[src/rtl/irq_route_pkg.sv]
// Package irq_route_pkg
// Shared index-kind encoding and routing-entry bit positions for the
// indirect register window. Assumes a 64-bit entry and an 8-bit index.
package irq_route_pkg;

    localparam int IDX_W    = 8;
    localparam int DATA_W   = 32;
    localparam int ENTRY_W  = 64;

    // Entry bit positions that this block itself interprets
    localparam int BIT_RIRR = 14;
    localparam int BIT_TRIG = 15;
    localparam int BIT_MASK = 16;

    // Reset value of every entry: masked, everything else clear
    localparam logic [ENTRY_W-1:0] ENTRY_RST = 64'h0000_0000_0001_0000;

    // Indices with a fixed meaning
    localparam logic [IDX_W-1:0] IDX_IDENT = 8'h00;
    localparam logic [IDX_W-1:0] IDX_VERS  = 8'h01;
    localparam logic [IDX_W-1:0] IDX_ALIAS = 8'h02;
    localparam logic [IDX_W-1:0] IDX_TBASE = 8'h10;

    typedef enum logic [2:0] {
        KIND_IDENT,
        KIND_VERS,
        KIND_ALIAS,
        KIND_ENTRY,
        KIND_NONE
    } idx_kind_e;

endpackage

[src/rtl/irq_route_decode.sv]
// Module irq_route_decode
// Turns the 8-bit select index into a register kind, an entry number and
// a half selector. Pure combinational logic. Assumes NPINS <= 120, so that
// every pin has an index below 0x100.
module irq_route_decode
    import irq_route_pkg::*;
#(
    parameter int NPINS = 24,
    localparam int PIN_W = (NPINS > 1) ? $clog2(NPINS) : 1
) (
    input  logic [IDX_W-1:0] sel,
    output idx_kind_e        kind,
    output logic             in_range,
    output logic [PIN_W-1:0] pin,
    output logic             hi_half
);
    logic [IDX_W-1:0] offs;
    logic [IDX_W-2:0] ent_num;

    // Entry number and half from the index above the table base
    always_comb begin
        offs    = sel - IDX_TBASE;
        ent_num = offs[IDX_W-1:1];
        hi_half = sel[0];
        pin     = ent_num[PIN_W-1:0];
    end

    // Classify the index
    always_comb begin
        in_range = 1'b0;
        if (sel == IDX_IDENT)      kind = KIND_IDENT;
        else if (sel == IDX_VERS)  kind = KIND_VERS;
        else if (sel == IDX_ALIAS) kind = KIND_ALIAS;
        else if (sel >= IDX_TBASE) begin
            kind     = KIND_ENTRY;
            in_range = (32'(ent_num) < 32'(NPINS));
        end
        else                       kind = KIND_NONE;
    end
endmodule

[src/rtl/irq_route_bank.sv]
// Module irq_route_bank
// Holds the routing entries, one 64-bit register per pin. A low-half write
// stores the data with the remote-IRR bit forced to zero. A high-half write
// replaces bits 63:32. The pin logic may set remote-IRR with a pulse; a
// low-half write in the same cycle wins.
module irq_route_bank
    import irq_route_pkg::*;
#(
    parameter int NPINS = 24
) (
    input  logic                     clk,
    input  logic                     rst_n,
    input  logic [NPINS-1:0]         lo_we,
    input  logic [NPINS-1:0]         hi_we,
    input  logic [DATA_W-1:0]        wdata,
    input  logic [NPINS-1:0]         rirr_set,
    output logic [NPINS*ENTRY_W-1:0] table_flat
);
    genvar gi;
    generate
        for (gi = 0; gi < NPINS; gi++) begin : g_ent
            logic [ENTRY_W-1:0] ent;

            // Update one entry from the window or the pin logic
            always_ff @(posedge clk) begin
                if (!rst_n) begin
                    ent <= ENTRY_RST;
                end else begin
                    if (lo_we[gi]) begin
                        ent[DATA_W-1:0]  <= wdata;
                        ent[BIT_RIRR]    <= 1'b0;
                    end else if (rirr_set[gi]) begin
                        ent[BIT_RIRR]    <= 1'b1;
                    end
                    if (hi_we[gi]) begin
                        ent[ENTRY_W-1:DATA_W] <= wdata;
                    end
                end
            end

            assign table_flat[gi*ENTRY_W +: ENTRY_W] = ent;

            // a low-half write leaves remote-IRR clear
            assert_lo_clears_rirr_R6: assert property (@(posedge clk) disable iff (!rst_n)
                lo_we[gi] |=> !ent[BIT_RIRR]);

            // a high-half write alone keeps remote-IRR
            assert_hi_keeps_rirr_R6: assert property (@(posedge clk) disable iff (!rst_n)
                (hi_we[gi] && !rirr_set[gi]) |=> (ent[BIT_RIRR] == $past(ent[BIT_RIRR])));
        end
    endgenerate
endmodule

[src/rtl/irq_route_events.sv]
// Module irq_route_events
// Builds the registered one-cycle strobes that follow a window write to an
// in-range entry: a mask-change event and a retry-delivery request. Works
// from the entry value before the write and the value the write produces.
module irq_route_events
    import irq_route_pkg::*;
#(
    parameter int NPINS = 24,
    localparam int PIN_W = (NPINS > 1) ? $clog2(NPINS) : 1
) (
    input  logic               clk,
    input  logic               rst_n,
    input  logic               ent_wr,
    input  logic               hi_half,
    input  logic [PIN_W-1:0]   pin,
    input  logic [ENTRY_W-1:0] old_ent,
    input  logic [DATA_W-1:0]  wdata,
    input  logic [NPINS-1:0]   pin_pending,
    output logic               mask_evt_valid,
    output logic [PIN_W-1:0]   mask_evt_pin,
    output logic               mask_evt_value,
    output logic               retry_valid,
    output logic [PIN_W-1:0]   retry_pin
);
    logic new_mask;
    logic new_trig;
    logic pend;

    // Mask and trigger bits as they stand once the write lands
    always_comb begin
        new_mask = hi_half ? old_ent[BIT_MASK] : wdata[BIT_MASK];
        new_trig = hi_half ? old_ent[BIT_TRIG] : wdata[BIT_TRIG];
        pend     = pin_pending[pin];
    end

    // Register the mask-change event
    always_ff @(posedge clk) begin
        if (!rst_n) begin
            mask_evt_valid <= 1'b0;
            mask_evt_pin   <= '0;
            mask_evt_value <= 1'b0;
        end else begin
            mask_evt_valid <= ent_wr && (new_mask != old_ent[BIT_MASK]);
            mask_evt_pin   <= pin;
            mask_evt_value <= new_mask;
        end
    end

    // Register the retry strobe
    always_ff @(posedge clk) begin
        if (!rst_n) begin
            retry_valid <= 1'b0;
            retry_pin   <= '0;
        end else begin
            retry_valid <= ent_wr && new_trig && pend;
            retry_pin   <= pin;
        end
    end

    // an event only ever follows an entry write
    assert_evt_after_write_R8: assert property (@(posedge clk) disable iff (!rst_n)
        mask_evt_valid |-> $past(ent_wr));

    // a retry only follows an entry write on a pending pin
    assert_retry_after_write_R9: assert property (@(posedge clk) disable iff (!rst_n)
        retry_valid |-> ($past(ent_wr) && $past(pend)));
endmodule

[src/rtl/irq_route_window.sv]
// Module irq_route_window
// Top level of the indirect routing-register window. Decodes the two bus
// offsets, holds the select index and the identifier, and routes window
// accesses to the version word, the identifier or the entry bank.
// Assumes single-cycle bus strobes and at most one of bus_rd and bus_wr.
module irq_route_window
    import irq_route_pkg::*;
#(
    parameter int NPINS        = 24,
    parameter logic [7:0] VERSION = 8'h11,
    parameter logic [7:0] SEL_OFF = 8'h00,
    parameter logic [7:0] WIN_OFF = 8'h10,
    localparam int PIN_W = (NPINS > 1) ? $clog2(NPINS) : 1
) (
    input  logic                     clk,
    input  logic                     rst_n,
    input  logic                     bus_wr,
    input  logic                     bus_rd,
    input  logic [7:0]               bus_addr,
    input  logic [31:0]              bus_wdata,
    output logic [31:0]              bus_rdata,
    input  logic [NPINS-1:0]         pin_pending,
    input  logic [NPINS-1:0]         rirr_set,
    output logic [NPINS*64-1:0]      route_table,
    output logic                     mask_evt_valid,
    output logic [PIN_W-1:0]         mask_evt_pin,
    output logic                     mask_evt_value,
    output logic                     retry_valid,
    output logic [PIN_W-1:0]         retry_pin
);
    localparam logic [7:0] MAX_PIN = 8'(NPINS - 1);

    logic [IDX_W-1:0]   sel_q;
    logic [3:0]         ident_q;
    idx_kind_e          kind;
    logic               in_range;
    logic [PIN_W-1:0]   pin;
    logic               hi_half;
    logic               sel_wr, win_wr, ent_wr;
    logic [NPINS-1:0]   lo_we, hi_we;
    logic [ENTRY_W-1:0] cur_ent;
    logic [DATA_W-1:0]  win_rdata;

    irq_route_decode #(.NPINS(NPINS)) u_dec (
        .sel      (sel_q),
        .kind     (kind),
        .in_range (in_range),
        .pin      (pin),
        .hi_half  (hi_half)
    );

    // Qualify bus writes by offset
    always_comb begin
        sel_wr = bus_wr && (bus_addr == SEL_OFF);
        win_wr = bus_wr && (bus_addr == WIN_OFF);
        ent_wr = win_wr && (kind == KIND_ENTRY) && in_range;
    end

    // One write enable per entry half
    always_comb begin
        lo_we = '0;
        hi_we = '0;
        if (ent_wr) begin
            lo_we[pin] = !hi_half;
            hi_we[pin] = hi_half;
        end
    end

    // Select register and identifier
    always_ff @(posedge clk) begin
        if (!rst_n) begin
            sel_q   <= '0;
            ident_q <= '0;
        end else begin
            if (sel_wr) sel_q <= bus_wdata[IDX_W-1:0];
            if (win_wr && kind == KIND_IDENT) ident_q <= bus_wdata[27:24];
        end
    end

    irq_route_bank #(.NPINS(NPINS)) u_bank (
        .clk        (clk),
        .rst_n      (rst_n),
        .lo_we      (lo_we),
        .hi_we      (hi_we),
        .wdata      (bus_wdata),
        .rirr_set   (rirr_set),
        .table_flat (route_table)
    );

    // Entry addressed by the current index
    always_comb begin
        cur_ent = ENTRY_RST;
        for (int i = 0; i < NPINS; i++) begin
            if (32'(pin) == i) cur_ent = route_table[i*ENTRY_W +: ENTRY_W];
        end
    end

    irq_route_events #(.NPINS(NPINS)) u_evt (
        .clk            (clk),
        .rst_n          (rst_n),
        .ent_wr         (ent_wr),
        .hi_half        (hi_half),
        .pin            (pin),
        .old_ent        (cur_ent),
        .wdata          (bus_wdata),
        .pin_pending    (pin_pending),
        .mask_evt_valid (mask_evt_valid),
        .mask_evt_pin   (mask_evt_pin),
        .mask_evt_value (mask_evt_value),
        .retry_valid    (retry_valid),
        .retry_pin      (retry_pin)
    );

    // Window read value for the current index
    always_comb begin
        unique case (kind)
            KIND_IDENT, KIND_ALIAS: win_rdata = {4'h0, ident_q, 24'h0};
            KIND_VERS:              win_rdata = {8'h0, MAX_PIN, 8'h0, VERSION};
            KIND_ENTRY:             win_rdata = in_range ?
                                        (hi_half ? cur_ent[63:32] : cur_ent[31:0]) : '1;
            default:                win_rdata = '1;
        endcase
    end

    // Bus read mux over the two offsets
    always_comb begin
        bus_rdata = '0;
        if (bus_rd) begin
            if (bus_addr == SEL_OFF)      bus_rdata = {24'h0, sel_q};
            else if (bus_addr == WIN_OFF) bus_rdata = win_rdata;
        end
    end

    // the select register takes the low byte of a select write
    assert_sel_low_byte_R1: assert property (@(posedge clk) disable iff (!rst_n)
        sel_wr |=> (sel_q == $past(bus_wdata[7:0])));

    // only a window write at index 0x00 moves the identifier
    assert_ident_stable_R3: assert property (@(posedge clk) disable iff (!rst_n)
        !(win_wr && kind == KIND_IDENT) |=> $stable(ident_q));

    // a write at a foreign offset leaves the select register alone
    assert_foreign_write_R10: assert property (@(posedge clk) disable iff (!rst_n)
        (bus_wr && bus_addr != SEL_OFF) |=> $stable(sel_q));
endmodule

[config.mk]
export PLATFORM = sky130hd
export DESIGN_NAME = irq_route_window
export DESIGN_NICKNAME = d
export VERILOG_FILES = /design/src/rtl/irq_route_pkg.sv /design/src/rtl/irq_route_decode.sv /design/src/rtl/irq_route_bank.sv /design/src/rtl/irq_route_events.sv /design/src/rtl/irq_route_window.sv
export SDC_FILE = /design/constraint.sdc
export NUM_CORES = 2
export LEC_CHECK = 0
export BUFFER_PORTS_ARGS = -buffer_cell sky130_fd_sc_hd__buf_2
export CORE_AREA = 5 5 656 658
export CTS_BUF_LIST = sky130_fd_sc_hd__clkbuf_2 sky130_fd_sc_hd__clkbuf_4 sky130_fd_sc_hd__clkbuf_8
export CTS_CLUSTER_DIAMETER = 60
export DETAILED_ROUTE_END_ITERATION = 16
export DIE_AREA = 0 0 661 663
export PLACE_DENSITY = 0.32
export SLEW_MARGIN = 15
export SYNTH_ARGS = -nofsm -noshare
export SYNTH_HDL_FRONTEND = slang
export SYNTH_SLANG_ARGS = --single-unit
[constraint.sdc]
create_clock -name clk -period 3.9 [get_ports clk]
set_clock_uncertainty 0.2 [all_clocks]
set_input_delay 0 -clock clk [delete_from_list [all_inputs] [get_ports clk]]
set_output_delay 0 -clock clk [all_outputs]
set_load 0.02 [all_outputs]
==> results.py <==
metrics = {
    "detailed_routing": {
        "routed_via_density": 5.15,
        "drtIter0Drc": 13000,
        "post_drt_wl_per_cell_um": 47.1,
        "vias": 90800,
        "finalWirelength_mm": 831,
        "antenna_left": 0,
        "firstDrtPassIters": 6,
        "drc_errors": 0,
    },
    "critical_path": {
        "crit_cells": 13,
        "r2r-end": "u_bank.g_ent[9].ent[14]$_SDFFE_PP0P_",
        "arrival_ps": 4790,
        "critPathBufInv": 7,
        "critPathMaxStageDelay_ps": 630,
        "worstReg2RegStart": "sel_q[4]$_SDFFE_PN0P_",
        "ff2ff_setup_slack_ps": 110,
        "cp_top_family": "compound AO/OA/AOI/OAI gates",
        "crit_start": "sel_q[2]$_SDFFE_PN0P_",
        "crit_chain": "buf_12 > buf_16 > mux2i_1 > o21ai_0 > buf_4 > a222oi_1 > buf_4 > a21oi_2 > buf_6 > a2111oi_4 > o41ai_4 > buf_6 > buf_12",
        "r2r_cells": 12,
        "cp-start-kind": "flip-flop",
        "crit_fanout": 12,
        "cpMaxStageDelayCell": "a222oi_1",
        "worstPathRequired_ps": 3700,
        "cp-end-kind": "output port",
        "crit_path_end": "bus_rdata[25]",
        "crit_type": "reg -> out",
    },
    "power": {
        "p_leak_nw": 42.6,
        "ir_worst_vdd_v": 0.000226,
        "power_density_nw_per_um2": 350,
    },
    "job": {
        "maxCapViolCount": 0,
    },
    "timing": {
        "slew_violations": 0,
        "fmax_mhz": 201,
        "finalCritPeriodShare_pct": 128,
        "slew_headroom_pct": 22.5,
        "rsz0062_at_grt": "yes",
        "finalHoldViolations": 0,
        "fin_crit_ps": 4990,
        "setup_ws_ps": -1090,
        "setup_viol": 32,
        "tightest_slew_ps": 1150,
        "hold_ws_ps": 112,
        "tns_ps": -28240,
    },
    "logic_synthesis": {
        "yosysTopAreaCell": "dfxtp_1",
        "synth_area_um2": 72400,
        "synthesis.nets": 9303,
        "yosysSeqAreaShare_pct": 43.0,
        "ys_ff_latch": 1556,
        "yosys-top-cells-area": "dfxtp_1, nand2_1, a21boi_0",
        "yosysUniqueCellTypes": 95,
        "synth_edf_count": 0,
        "ys_warn_count": 0,
        "synth.avg_cell_area_um2": 7.86,
        "synth_async_sr_flop_share_pct": 0,
        "netlist.area_leader.share_pct": 43.0,
        "synth_top_flop_cell": "dfxtp_1",
        "synth_cells": 9206,
    },
    "cells_and_area": {
        "mostFrequentLayoutCells": "nand2_1, buf_2, dfxtp_1, a21boi_0, buf_4",
        "drive_above_1_share_pct": 32.8,
        "areaGrowthSynthToFinish_pct": 50.3,
        "utilization_pct": 25.7,
        "final_area_um2": 109000,
        "final_common_cell": "nand2_1",
        "layout.nets": 11800,
    },
    "place": {
        "dp_hpwl_mm": 630,
        "numPortBuffers": 1672,
        "routabilityCongestion": 1.01,
        "place_area_um2": 94900,
    },
    "outcome": {
        "status": "complete, but fails checks",
        "violations": "negative setup slack",
    },
    "floorplan": {
        "start_util_pct": 17.1,
        "die-area_um2": 438000,
        "rows": 239,
        "die_x_um": 661,
        "die_h_um": 663,
        "pin_count": 1673,
        "core_area_um2": 423000,
    },
    "clock_network": {
        "htree_levels": 5,
        "clock_path_buffers": 4,
        "cts_tree": "built",
        "clock_sinks": 1556,
        "clock-root-buffer": "clkbuf_8",
        "cts_made_buffers": 331,
        "insertion_delay_ps": 1170,
        "clk_pin_slew_ps": 60,
    },
    "global_route": {
        "grt_pass1_vias": 83400,
        "grt_max_degree": 147,
        "overflow": 0,
        "grt_pass1_wl_mm": 1020,
        "grt_antenna_before_repair": 102,
        "grt_use_total_pct": 35.8,
    },
    "hold_path": {
        "hold_path.class": "in -> reg",
    },
}
## layout make-up
cell class,count,area (um2)
inverters,16,66.3
fillers,46100,314000
flip-flops and latches,1556,31200
repair buffers,3054,23600
multi-input cells,6711,39600
clock inverters,62,762
well taps,5663,7090
clock buffers,507,6380
diodes,55,138
## layer usage
layer  vias up  wire length (um)  GRT usage (%)
li1      36500                 -              -
met1     46400            320000           43.3
met2      6346            352000           53.7
met3      1564             87700           11.9
met4        26             70800           24.2
met5         -               206              0
## cell families (layout without fill, tap and decap cells)
group,Yosys count,in the layout,share of synthesized area [%]
simple gates,3839,3839,21.4
flops,1556,1556,43.0
compound gates,2698,2698,26.8
buf+inv,939,3639,5.99
fa+ha+maj,5,5,0.0864
other cells,0,55,0
mux,169,169,2.72
## timing repair
action | 4_1_cts | 5_1_grt
gates resized for setup | 420 | 201
pin swaps | 88 | 79
endpoints found under the setup margin | 34 | 77
endpoints found under the hold margin | 1556 | 0
hold buffers | 211 | 0
buffers inserted | 40 | 50
cloned | 3 | 10
## power by group
part,switching (mW),internal [mW],total (mW)
Clock,8.93,11.2,20.1
Combinational,1.41,0.572,1.98
Sequential,0.0529,15.9,16.0
## flip-flops by register name (all words and copies together), names as in the netlist
name and count:
u_bank.g_ent.ent 1536, sel_q 8, u_evt.mask_evt_pin 5, ident_q 4, u_evt.mask_evt_valid 1, u_evt.mask_evt_value 1, u_evt.retry_valid 1
## how the worst min path moves through the flow
stage / from / to / slack (ps) / cells past startpoint
3_3_place_gp: rirr_set[3] / u_bank.g_ent[3].ent[14]$_SDFFE_PP0P_ / 50 / 3
2_1_floorplan: bus_wdata[14] / u_bank.g_ent[3].ent[46]$_SDFFE_PN0P_ / -70 / 2
3_5_place_dp: rirr_set[7] / u_bank.g_ent[7].ent[14]$_SDFFE_PP0P_ / 40 / 3
4_1_cts: rirr_set[17] / u_bank.g_ent[17].ent[14]$_SDFFE_PP0P_ / 130 / 5
5_1_grt: bus_addr[1] / u_bank.g_ent[15].ent[42]$_SDFFE_PN0P_ / 130 / 10
6_report: bus_addr[3] / u_bank.g_ent[15].ent[42]$_SDFFE_PN0P_ / 110 / 10
## tightest hold or removal path: cells and delay by family
kind,cells,cell delay [ps]
buf+inv,3,430
simple gates,6,780
compound gates,1,140
## cell usage after synthesis (91+ instances only)
cell / number
nor2_1: 225
a21oi_1: 213
clkbuf_1: 546
a21boi_1: 347
nand2_1: 3238
mux2i_1: 111
nand3_1: 91
a22oi_1: 118
o22ai_1: 134
o21ai_0: 257
dfxtp_1: 1556
a21boi_0: 1148
buf_2: 240
## through the flow
stage	power, mW	cells	worst slack [ps]
2_1_floorplan	16.9	9206	249
3_3_place_gp	17.9	16700	-1160
3_5_place_dp	17.9	16700	-1180
4_1_cts	38.2	17500	-1190
5_1_grt	38.9	17600	-1070
6_report	38.1	17600	-1090
Note: power is estimated with default switching activity, not from simulation.
